<file path="src/rtl/clkctl_pkg.sv">
package clkctl_pkg;
    typedef struct packed {
        logic pll_stop;
        logic det_en;
    } ctrl_t;

    typedef struct packed {
        logic prev;
        logic flag;
        logic irq;
    } det_t;

    localparam int unsigned DATA_W = 8;
endpackage

</file>
<file path="src/rtl/clkctl_sync.sv">
module clkctl_sync #(
    parameter int unsigned STAGES = 2
) (
    input  logic clk,
    input  logic rst_n,
    input  logic din,
    output logic dout
);
    logic [STAGES-1:0] sh_d, sh_q;

    always_comb begin
        sh_d = {sh_q[STAGES-2:0], din};
    end

    always_ff @(posedge clk or negedge rst_n) begin
        if (!rst_n) sh_q <= '0;
        else        sh_q <= sh_d;
    end

    assign dout = sh_q[STAGES-1];
endmodule

</file>
<file path="src/rtl/clkctl_stop_det.sv">
module clkctl_stop_det
    import clkctl_pkg::*;
(
    input  logic clk,
    input  logic rst_n,
    input  logic level,
    input  logic enable,
    input  logic clr,
    output logic flag,
    output logic irq
);
    det_t st_d, st_q;
    logic event_w;

    always_comb begin
        event_w    = enable && level && !st_q.prev;
        st_d       = st_q;
        st_d.prev  = level;
        st_d.irq   = event_w;
        if (event_w)  st_d.flag = 1'b1;   // hardware set wins
        else if (clr) st_d.flag = 1'b0;
    end

    always_ff @(posedge clk or negedge rst_n) begin
        if (!rst_n) st_q <= '0;
        else        st_q <= st_d;
    end

    assign flag = st_q.flag;
    assign irq  = st_q.irq;
endmodule

</file>
<file path="src/rtl/clkctl_regs.sv">
module clkctl_regs
    import clkctl_pkg::*;
#(
    parameter int unsigned     ADDR_W    = 20,
    parameter logic [ADDR_W-1:0] PLL_ADDR = 20'h40047,
    parameter logic [ADDR_W-1:0] DET_ADDR = 20'h4004D,
    parameter int unsigned     SYNC_STG  = 2
) (
    input  logic              clk,
    input  logic              rst_n,
    input  logic [ADDR_W-1:0] bus_addr,
    input  logic [DATA_W-1:0] bus_wdata,
    input  logic              bus_we,
    output logic [DATA_W-1:0] bus_rdata,
    input  logic              wr_unlock,
    input  logic              chg_lock,
    input  logic              pll_is_base,
    input  logic              osc_stopped,
    output logic              pll_en,
    output logic              stop_irq
);
    ctrl_t st_d, st_q;
    logic  sel_pll, sel_det, wr_ok, mon, flag, clr_req;
    logic  pll_stop_q, det_en_q;
    logic  unused_wdata;

    assign unused_wdata = ^{bus_wdata[7:3], bus_wdata[1]};
    assign sel_pll = (bus_addr == PLL_ADDR);
    assign sel_det = (bus_addr == DET_ADDR);
    assign wr_ok   = bus_we && wr_unlock;
    assign clr_req = wr_ok && sel_det && !bus_wdata[2];

    always_comb begin
        st_d = st_q;
        if (wr_ok && !chg_lock) begin
            if (sel_pll) st_d.pll_stop = bus_wdata[0];
            if (sel_det) st_d.det_en   = bus_wdata[0];
        end
    end

    always_ff @(posedge clk or negedge rst_n) begin
        if (!rst_n) st_q <= '0;
        else        st_q <= st_d;
    end

    clkctl_sync #(.STAGES(SYNC_STG)) u_sync (
        .clk(clk), .rst_n(rst_n), .din(osc_stopped), .dout(mon)
    );

    clkctl_stop_det u_det (
        .clk(clk), .rst_n(rst_n), .level(mon), .enable(st_q.det_en),
        .clr(clr_req), .flag(flag), .irq(stop_irq)
    );

    always_comb begin
        bus_rdata = '0;
        if (sel_pll)      bus_rdata = {2'b00, 1'b1, 4'b0000, st_q.pll_stop};
        else if (sel_det) bus_rdata = {4'b0000, mon, flag, 1'b0, st_q.det_en};
    end

    assign pll_en     = !st_q.pll_stop || pll_is_base;
    assign pll_stop_q = st_q.pll_stop;
    assign det_en_q   = st_q.det_en;
endmodule

</file>
<file path="config.mk">
export PLATFORM = sky130hd
export DESIGN_NAME = clkctl_regs
export DESIGN_NICKNAME = d
export VERILOG_FILES = /design/src/rtl/clkctl_pkg.sv /design/src/rtl/clkctl_sync.sv /design/src/rtl/clkctl_stop_det.sv /design/src/rtl/clkctl_regs.sv
export SDC_FILE = /design/constraint.sdc
export NUM_CORES = 1
export LEC_CHECK = 0
export ABC_AREA = 1
export BUFFER_PORTS_ARGS = -buffer_cell sky130_fd_sc_hd__buf_2
export CAP_MARGIN = 20
export CORE_MARGIN = 2
export CORE_UTILIZATION = 40
export DETAILED_ROUTE_END_ITERATION = 6
export HOLD_SLACK_MARGIN = 0.15
export MAX_ROUTING_LAYER = met4
export PLACE_DENSITY_LB_ADDON = 0.2
export RECOVER_POWER = 100
export SETUP_SLACK_MARGIN = 0.2
export SLEW_MARGIN = 0
export SYNTH_ARGS = -nofsm -noshare
export SYNTH_HDL_FRONTEND = slang
export SYNTH_HIERARCHICAL = 1
export SYNTH_SLANG_ARGS = --single-unit
export TNS_END_PERCENT = 1
</file>
<file path="constraint.sdc">
create_clock -name clk -period 1.62 [get_ports clk]
set_input_delay 0.162 -clock clk [delete_from_list [all_inputs] [get_ports clk]]
set_output_delay 0.162 -clock clk [all_outputs]
set_load 0.01 [all_outputs]
</file>
==> run summary, run 1 <==
outcome -> completed
Final ANT Viol Nets -> 0
R2R Path Start -> u_sync/sh_q[1]
placed cells -> 135
fin crit share -> 84.2%
initial antenna violation count -> 0
dpl hpwl -> 948 um
max cap viols -> 0
biggest area consumer among synthesized cells -> dfrtp_1
clock-pin slew on the worst setup and hold paths -> 0.05 ns
Final Hold Fails -> 0
top_reg_cell synth -> dfrtp_1
cell mode on critical path -> buf_2
Mean Syn Cell Area -> 6.14 um^2
top post-synthesis cells by area -> dfrtp_1, nand2_1, nor2_1
asr flop ratio synth -> 100%
nets@finish -> 162
WL final -> 1.11 mm
CP Class -> in -> out
GPL Wtd Cong -> 0.719
Die Wd -> 40.8 um
Mapped Area -> 541 um^2
fmax -> 733 MHz
Post-CTS Resized -> 0
Synth-to-Final Area Change -> 36.3%
Sink Count -> 7
number of vias per cell -> 4.25
Via Count -> 599
Multi-input gate area -> 270 um^2
hold wc startpoint -> bus_wdata[0]
EDFF count, synth -> 0
IO Pins -> 45
Post CTS Setup Buffer Count -> 0
grt peak-use layer -> met2
layout cells sized above 1 -> 29.4%
Layout fillers -> 145
Setup crit start kind -> primary input
Setup Skew -> 0.00299 ns
top-count cell post-synth -> nand2_1
Total Power -> 0.000411 W
CTS Hold Buffers Added -> 2
CP max FO -> 5
root buffer cell -> clkbuf_4
cts bufs inserted -> 3
PortBufs -> 34
hold path cells -> 3
Synth cell types -> 12
CTS tree -> done
Core Region -> 1280 um^2
register area share after synthesis -> 32.4%
worst reg-to-reg setup slack -> 0.95 ns
Tmin final -> 1.36 ns
crit-path cells -> buf_2 > inv_1 > nand2_1 > nor2_1 > and2b_1 > nand3_2 > o21ai_2 > buf_2
GRT met2 Usage -> 23.4%
Pleak -> 0.452 nW
power per cell area -> 558 nW/um^2
Seq cells post-synth -> 7
GRT met3 Usage -> 4.89%
Worst Hold Path EP -> pll_stop_q
DR iter-0 viols -> 9
GRT met1 Usage -> 17.3%
CTS Buffer Depth -> 2
antenna diode count -> 0
largest net degree at the start of global routing -> 8
fin cells -> 141
Reg2Reg Depth -> 2
CP endpoint kind -> output port
top cell type's share of synthesized area -> 32.4%
Die Y -> 40.8 um
Critical Path Slowest Stage Cell -> nor2_1
Global Route Usage Sum -> 14.0%
Wirelength per Cell -> 7.88 um
Crit path largest cell delay -> 0.25 ns
peak supply drop -> 526 uV
Mapped Cells -> 88
die area -> 1660 um^2
r2r endpoint -> u_det/flag
Starting Density -> 42.1%
Clock Latency Late Sink -> 0.26 ns
final setup violation count -> 0
global route total overflow -> 0
Synth Warn # -> 6
register area -> 175 um^2
number of global-route vias before repair -> 442
fin. max-slew vios -> 0
first-pass GRT wire length -> 1.55 mm
# H-tree levels -> 1
Post-synth top cells -> nand2_1, nor2_1, inv_1
# DRC -> 0
Hold Crit Class -> in -> reg
1st-pass router iterations -> 4
row cnt -> 13
RSZ-0062 raised after global routing -> false
worst endpoint required time -> 1.46 ns
Critical Path AT -> 1.20 ns
Post-Route Setup TNS -> 0 ns
-- per-stage QoR --
| step | instance area, um^2 | setup WS, ns | utilization (%) | hold slack [ns] |
|---|---|---|---|---|
| 3_3_place_gp | 703 | 0.374 | 54.7 | -0.00126 |
| 5_1_grt | 737 | 0.161 | 57.4 | 0.170 |
| 3_5_place_dp | 703 | 0.354 | 54.7 | -0.00173 |
| 4_1_cts | 751 | 0.351 | 58.4 | 0.168 |
| 6_report | 737 | 0.257 | 57.4 | 0.170 |
| 2_1_floorplan | 552 | 0.607 | - | -0.134 |
-- cell families after synthesis --
kind of cell / share of synthesized area, %
flip-flops: 32.4
other: 0.694
AO/OA/AOI/OAI: 1.62
AND/OR/NAND/NOR: 47.2
buffers and inverters: 18.1
-- placed cells by master, fill, tap and decap left out --
cell type,n
and2b_1,1
buf_2,30
clkbuf_1,4
clkbuf_4,3
clkinv_2,1
conb_1,4
dfrtp_1,7
dlygate4sd3_1,2
inv_1,16
nand2_1,26
nand3_1,1
nand3_2,1
nand4_1,6
nor2_1,22
o21ai_2,1
or2_2,1
-- report_power, final --
part,internal [W],leakage [nW],switching (W)
Combinational,0.0000354,0.349,0.0000356
Sequential,0.000179,0.0856,0.00000170
Clock,0.0000903,0.0177,0.0000692
Total,0.000305,0.452,0.000107
-- flip-flops by register name (all words and copies together) (netlist names) --
name         cells
u_det/st_q       1
u_det/flag       1
pll_stop_q       1
u_sync/sh_q      2
u_det/irq        1
det_en_q         1
-- worst max-delay path by stage --
stage	endpoint	from	slack, ns
after global placement	bus_rdata[0]	bus_addr[19]	0.37
after floorplan	bus_rdata[2]	bus_addr[19]	0.61
after CTS	bus_rdata[0]	bus_addr[19]	0.35
after global routing	bus_rdata[0]	bus_addr[17]	0.16
after detailed placement	bus_rdata[0]	bus_addr[19]	0.35
final	bus_rdata[0]	bus_addr[19]	0.26
-- routing by layer --
metal	vias to the layer above	part of all wire, %
met5	-	0
met1	247	47
met2	21	46
met3	0	7.3
li1	331	-
met4	0	0
-- worst max-delay path, delay by kind of cell --
family | cells | cell delay (ns)
compound gates | 1 | 0.13
simple gates | 4 | 0.63
buf+inv | 3 | 0.28
-- area by class of cell --
class,count,share of cell area [%]
inverter,16,8.15
clock inverter,1,0.679
clock buffer,3,3.06
sequential,7,23.8
tap,15,2.55
multi-input combinational,63,36.7
timing repair buffer,36,25.1
(Power assumes the default switching activity.)
==> inputs of run 2 (changes only) <==
ABC_AREA = 0   (was 1)
CORE_UTILIZATION = 30   (was 40)
clock period = 1.2 ns   (was 1.62 ns; I/O delays follow)
==> run summary, run 2 <==
outcome -> complete, but fails checks
failing checks -> negative setup slack
die area -> 1840 um^2 (+11%)
Seq cells post-synth -> 7 (unchanged)
GPL Wtd Cong -> 0.674 (-6.2%)
commonest non-fill, non-tap cells in the layout -> buf_2, dfrtp_1, buf_6
Critical Path AT -> 1.18 ns (-0.02 ns)
# DRC -> 0 (unchanged)
CTS Buffer Depth -> 2 (unchanged)
CP endpoint kind -> output port
dpl hpwl -> 824 um (-13%)
Pleak -> 0.369 nW (-18%)
number of global-route vias before repair -> 444 (+0.45%)
peak supply drop -> 570 uV (+8.4%)
initial antenna violation count -> 0 (unchanged)
Mean Syn Cell Area -> 12.0 um^2 (+95%)
hold path cells -> 3 (unchanged)
fin area -> 764 um^2 (+3.7%)
power per cell area -> 736 nW/um^2 (+32%)
Most flops, register -> u_sync/sh_q
worst endpoint required time -> 1.08 ns (-0.38 ns)
cts bufs inserted -> 3 (unchanged)
Synth Warn # -> 6 (unchanged)
Total Power -> 0.000562 W (+37%)
top post-synthesis cells by area -> dfrtp_1, nor4_4, buf_4
antenna diode count -> 0 (unchanged)
post-route setup slack -> -0.103 ns (-0.359 ns)
RSZ-0062 raised after global routing -> true
Synth cell types -> 21 (+9)
r2r endpoint -> det_en_q
Largest register FFs -> 2 (unchanged)
Post-synth top cells -> dfrtp_1, buf_4, nor4_4
Global Route Usage Sum -> 12.5% (-1.5 points)
Sw Pwr -> 0.000130 W (+22%)
Setup crit start kind -> primary input
max cap viols -> 0 (unchanged)
PortBufs -> 34 (unchanged)
CP max FO -> 3 (-2)
final setup violation count -> 3 (+3)
R2R Path Start -> det_en_q
WL final -> 1.04 mm (-6.8%)
switching share of power -> 23.1% (-2.8 points)
worst reg-to-reg setup slack -> 0.42 ns (-0.53 ns)
Clock Latency Late Sink -> 0.25 ns (about the same)
Reg2Reg Depth -> 1 (-1)
Final Hold Fails -> 0 (unchanged)
CP Class -> in -> out
cell internal pwr -> 0.000433 W (+42%)
Logic pwr share -> 19.2% (+1.9 points)
Sink Count -> 7 (unchanged)
clock-pin slew on the worst setup and hold paths -> 0.05 ns (about the same)
global route total overflow -> 0 (unchanged)
first-pass GRT wire length -> 1.66 mm (+7.2%)
Core Region -> 1450 um^2 (+13%)
DP Worst Slack -> -0.181 ns (-0.535 ns)
largest net degree at the start of global routing -> 8 (unchanged)
biggest area consumer among synthesized cells -> dfrtp_1
fmax -> 768 MHz
commonest non-fill, non-tap cell in the layout -> buf_2
IO Pins -> 45 (unchanged)
fin crit share -> 109%
Mapped Area -> 454 um^2 (-16%)
CTS tree -> done
Flop pwr share -> 43.5% (-0.4 points)
root buffer cell -> clkbuf_4
# H-tree levels -> 1 (unchanged)
top cell type's share of synthesized area -> 38.6% (+6.2 points)
hold wc startpoint -> bus_wdata[2]
Tmin final -> 1.30 ns
Setup Skew -> 0.00686 ns (+0.00387 ns)
asr flop ratio synth -> 100% (unchanged)
layout cells sized above 1 -> 64.6% (+35 points)
EDFF count, synth -> 0 (unchanged)
Via Count -> 452 (-25%)
Placed Area -> 639 um^2 (-9.1%)
Die Wd -> 42.9 um (+5.3%)
number of vias per cell -> 4.61 (+8.6%)
top_reg_cell synth -> dfrtp_1
Post-Route Setup TNS -> -0.279 ns (-0.279 ns)
Worst Hold Path EP -> u_det/flag
Hold Crit Class -> in -> reg
register area share after synthesis -> 38.6% (+6.2 points)
Wirelength per Cell -> 10.6 um (+34%)
top-count cell post-synth -> dfrtp_1
Synth-to-Final Area Change -> 68.3%
Clock power frac -> 37.3% (-1.5 points)
Mapped Cells -> 38 (-57%)
DR iter-0 viols -> 1 (-8)
row cnt -> 14 (+1)
Starting Density -> 31.2% (-11 points)
Final ANT Viol Nets -> 0 (unchanged)
nets@finish -> 118 (-27%)
fin. max-slew vios -> 0 (unchanged)
1st-pass router iterations -> 3 (-1)
Die Y -> 42.9 um (+5.3%)
Layout fillers -> 137 (-5.5%)
[run 2: changes by cell type in the layout (fill, tap and decap cells not counted), sizes merged, moves of 4 or more]
cell / previous run / this run
nand4: 6 / 2
inv: 16 / 1
buf: 30 / 36
nand2: 26 / 2
nor4: 0 / 4
nor2: 22 / 3
[run 2: layer usage]
metal  up-vias  global-route usage [%]  wire, um
met5         -                       -         0
met3         2                    6.38       131
met1       208                    11.3       359
li1        219                       -         -
met4         0                    5.63        17
met2        23                    21.5       528
[run 2: layout make-up]
type / count / area, um^2 / share of cell area, %
clock buffers: 4 / 26.3 / 3.44
inverters: 1 / 3.75 / 0.491
multi-input cells: 28 / 268 / 35.0
flip-flops and latches: 7 / 175 / 22.9
well taps: 16 / 20.0 / 2.62
repair buffers: 42 / 272 / 35.5
[run 2: critical path, stage by stage]
cell and delay (ns):
buf_2 0.09, and4bb_2 0.33, nand4_1 0.19, nor2_2 0.17, a32o_2 0.18, buf_6 0.10
[run 2: worst max path at each step]
stage	startpoint	cells after the start	slack [ns]	endpoint
2_1_floorplan	bus_addr[14]	4	0.08	det_en_q
3_5_place_dp	bus_addr[10]	6	-0.18	bus_rdata[0]
6_report	bus_addr[11]	6	-0.10	bus_rdata[0]
4_1_cts	bus_addr[15]	6	-0.09	bus_rdata[0]
5_1_grt	bus_addr[15]	6	-0.18	bus_rdata[3]
3_3_place_gp	bus_addr[10]	6	-0.16	bus_rdata[0]
[run 2: power by group through the flow]
stage | clock network, W | logic (W) | registers (W)
after floorplan | 0 | 0.0000311 | 0.000248
after global placement | 0 | 0.0000854 | 0.000249
after detailed placement | 0 | 0.0000863 | 0.000249
after CTS | 0.000224 | 0.000104 | 0.000245
after global routing | 0.000240 | 0.000118 | 0.000245
final | 0.000210 | 0.000108 | 0.000245
[run 2: timing repair]
item	in CTS	in global routing
buffers inserted	3	0
pin swaps	12	5
endpoints found under the setup margin	7	7
resized for setup	5	5
hold buffers	3	0
hold endpoints to repair	10	0
[run 2: cells by family (layout without fill, tap and decap cells)]
| kind of cell | count (synthesis) | in the layout | synth area share (%) |
|---|---|---|---|
| buffers and inverters | 6 | 47 | 9.09 |
| flip-flops | 7 | 7 | 38.6 |
| multiplexers | 2 | 2 | 4.96 |
| AO/OA/AOI/OAI | 2 | 2 | 5.23 |
| AND/OR/NAND/NOR | 20 | 20 | 41.3 |
| other | 1 | 4 | 0.826 |
[run 2: metrics by stage]
step	hold slack, ns	utilization [%]	cells
2_1_floorplan	-0.176	-	41
6_report	0.163	52.6	98
4_1_cts	0.180	51.3	98
5_1_grt	0.155	52.6	98
3_3_place_gp	-0.0438	44.0	88
3_5_place_dp	-0.0429	44.0	88
==> inputs of run 3 (changes only) <==
CELL_PAD_IN_SITES_DETAIL_PLACEMENT = 0   (was unset)
CELL_PAD_IN_SITES_GLOBAL_PLACEMENT = 1   (was unset)
CORE_UTILIZATION = 21   (was 30)
==> run summary, run 3 (synthesis gave the netlist of run 2 again) <==
PortBufs -> 34 (unchanged)
grt peak-use layer -> met2
Multi-input gate area -> 268 um^2 (unchanged)
fin. max-slew vios -> 0 (unchanged)
Core Region -> 2000 um^2 (+38%)
IO Pins -> 45 (unchanged)
switching share of power -> 23.4% (+0.28 points)
Hold Crit Class -> in -> reg
cell internal pwr -> 0.000433 W (about the same)
Sink Count -> 7 (unchanged)
Setup Skew -> 0.0111 ns (+0.00423 ns)
cts bufs inserted -> 3 (unchanged)
1st-pass router iterations -> 3 (unchanged)
Starting Density -> 22.7% (-8.6 points)
Largest register FFs -> 2 (unchanged)
CP Class -> in -> out
power per cell area -> 719 nW/um^2 (-2.3%)
DP Worst Slack -> -0.208 ns (-0.0273 ns)
commonest non-fill, non-tap cell in the layout -> buf_2
post-route setup slack -> -0.0925 ns (+0.0101 ns)
layout cells sized above 1 -> 65.1% (+0.43 points)
DR iter-0 viols -> 1 (unchanged)
Critical Path AT -> 1.17 ns (about the same)
Final ANT Viol Nets -> 0 (unchanged)
commonest non-fill, non-tap cells in the layout -> buf_2, dfrtp_1, buf_6
Logic pwr share -> 19.3% (about the same)
nets@finish -> 119 (+0.85%)
GPL Wtd Cong -> 0.641 (-5.0%)
clock-pin slew on the worst setup and hold paths -> 0.06 ns (about the same)
antenna diode count -> 0 (unchanged)
Sw Pwr -> 0.000132 W (+1.6%)
number of vias per cell -> 4.21 (-8.7%)
fmax -> 774 MHz (+0.78%)
first-pass GRT wire length -> 1.74 mm (+5.0%)
failing checks -> negative setup slack
Most flops, register -> u_sync/sh_q
number of global-route vias before repair -> 441 (-0.68%)
Setup crit start kind -> primary input
Clock Latency Late Sink -> 0.25 ns (about the same)
register area -> 175 um^2 (unchanged)
WHS -> 0.198 ns (+0.0351 ns)
die area -> 2550 um^2 (+39%)
GRT met2 Usage -> 14.9% (-6.6 points)
CTS tree -> done
WL final -> 1.12 mm (+8.0%)
GRT met3 Usage -> 4.76% (-1.6 points)
Pleak -> 0.374 nW (+1.4%)
Die Wd -> 50.5 um (+18%)
# DRC -> 0 (unchanged)
max cap viols -> 0 (unchanged)
CTS Buffer Depth -> 2 (unchanged)
Final Core Density -> 39.3% (-13 points)
peak supply drop -> 689 uV (+21%)
Clock power frac -> 37.4% (about the same)
outcome -> complete, but fails checks
# H-tree levels -> 1 (unchanged)
placed cells -> 99 (+13%)
initial antenna violation count -> 0 (unchanged)
Synth-to-Final Area Change -> 73.0%
Global Route Usage Sum -> 9.32% (-3.2 points)
fin crit share -> 108% (-0.84 points)
root buffer cell -> clkbuf_4
final setup violation count -> 3 (unchanged)
GRT met1 Usage -> 10.7% (-0.64 points)
fin cells -> 110 (+12%)
Final Hold Fails -> 0 (unchanged)
worst endpoint required time -> 1.08 ns (about the same)
Tmin final -> 1.29 ns (-0.0101 ns)
row cnt -> 16 (+2)
Via Count -> 463 (+2.4%)
Flop pwr share -> 43.3% (-0.2 points)
Layout fillers -> 219 (+60%)
RSZ-0062 raised after global routing -> true
CP max FO -> 3 (unchanged)
CP endpoint kind -> output port
global route total overflow -> 0 (unchanged)
Wirelength per Cell -> 10.2 um (-3.8%)
largest net degree at the start of global routing -> 8 (unchanged)
Die Y -> 50.5 um (+18%)
Post-Route Setup TNS -> -0.254 ns (+0.0255 ns)
==> run 3: cell count changes in the layout (fill, tap and decap cells not counted) <==
| cell | before | now |
|---|---|---|
| nor4_4 | 3 | 4 |
| nand4_2 | 0 | 1 |
| clkbuf_4 | 3 | 4 |
| nand4_4 | 1 | 0 |
| nor4_2 | 1 | 0 |
==> run 3: area by class of cell <==
type	count	share of cell area (%)
clock buffers	4	3.34
inverters	1	0.478
multi-input cells	28	34.1
flip-flops and latches	7	22.3
well taps	27	4.30
repair buffers	43	35.5
==> run 3: critical path, cell delays in order <==
cell     delay, ns
buf_6         0.10
nor4_4        0.29
nand4_1       0.21
nor2_2        0.17
a32o_2        0.19
buf_6         0.10
==> run 3: power groups by stage <==
| stage | Sequential [W] | Clock [W] | Combinational (W) |
|---|---|---|---|
| 2_1_floorplan | 0.000248 | 0 | 0.0000311 |
| 3_3_place_gp | 0.000249 | 0 | 0.0000858 |
| 3_5_place_dp | 0.000249 | 0 | 0.0000865 |
| 4_1_cts | 0.000245 | 0.000221 | 0.000108 |
| 5_1_grt | 0.000245 | 0.000240 | 0.000119 |
| 6_report | 0.000245 | 0.000211 | 0.000109 |
==> run 3: final timing paths <==
kind | from | end | slack (ns) | cells past startpoint
min | bus_wdata[2] | u_det/flag | 0.20 | 3
max | bus_addr[13] | bus_rdata[0] | -0.09 | 6
max reg2reg | det_en_q | det_en_q | 0.41 | 1
max in group asynchronous | rst_n | pll_stop_q | 0.64 | 2
min reg2reg | u_sync/sh_q[0] | u_sync/sh_q[1] | 0.35 | 0
min in group asynchronous | rst_n | u_det/st_q[2] | 0.28 | 2
==> run 3: what timing repair did <==
item,in CTS,in global routing
pin swaps,13,5
resized for setup,7,2
setup buffers,4,0
endpoints found under the setup margin,7,8
hold buffers,3,0
hold endpoints to repair,10,0
==> run 3: per-layer routing <==
| metal | vias up | share of wire (%) |
|---|---|---|
| met2 | 29 | 48 |
| li1 | 221 | - |
| met3 | 0 | 13 |
| met4 | 0 | 0 |
| met5 | - | 0 |
| met1 | 213 | 39 |
==> run 3: per-stage QoR <==
| step | power [W] | cell area, um^2 |
|---|---|---|
| after floorplan | 0.000279 | 472 |
| after global placement | 0.000334 | 653 |
| after detailed placement | 0.000335 | 653 |
| after CTS | 0.000575 | 782 |
| after global routing | 0.000603 | 786 |
| final | 0.000565 | 786 |
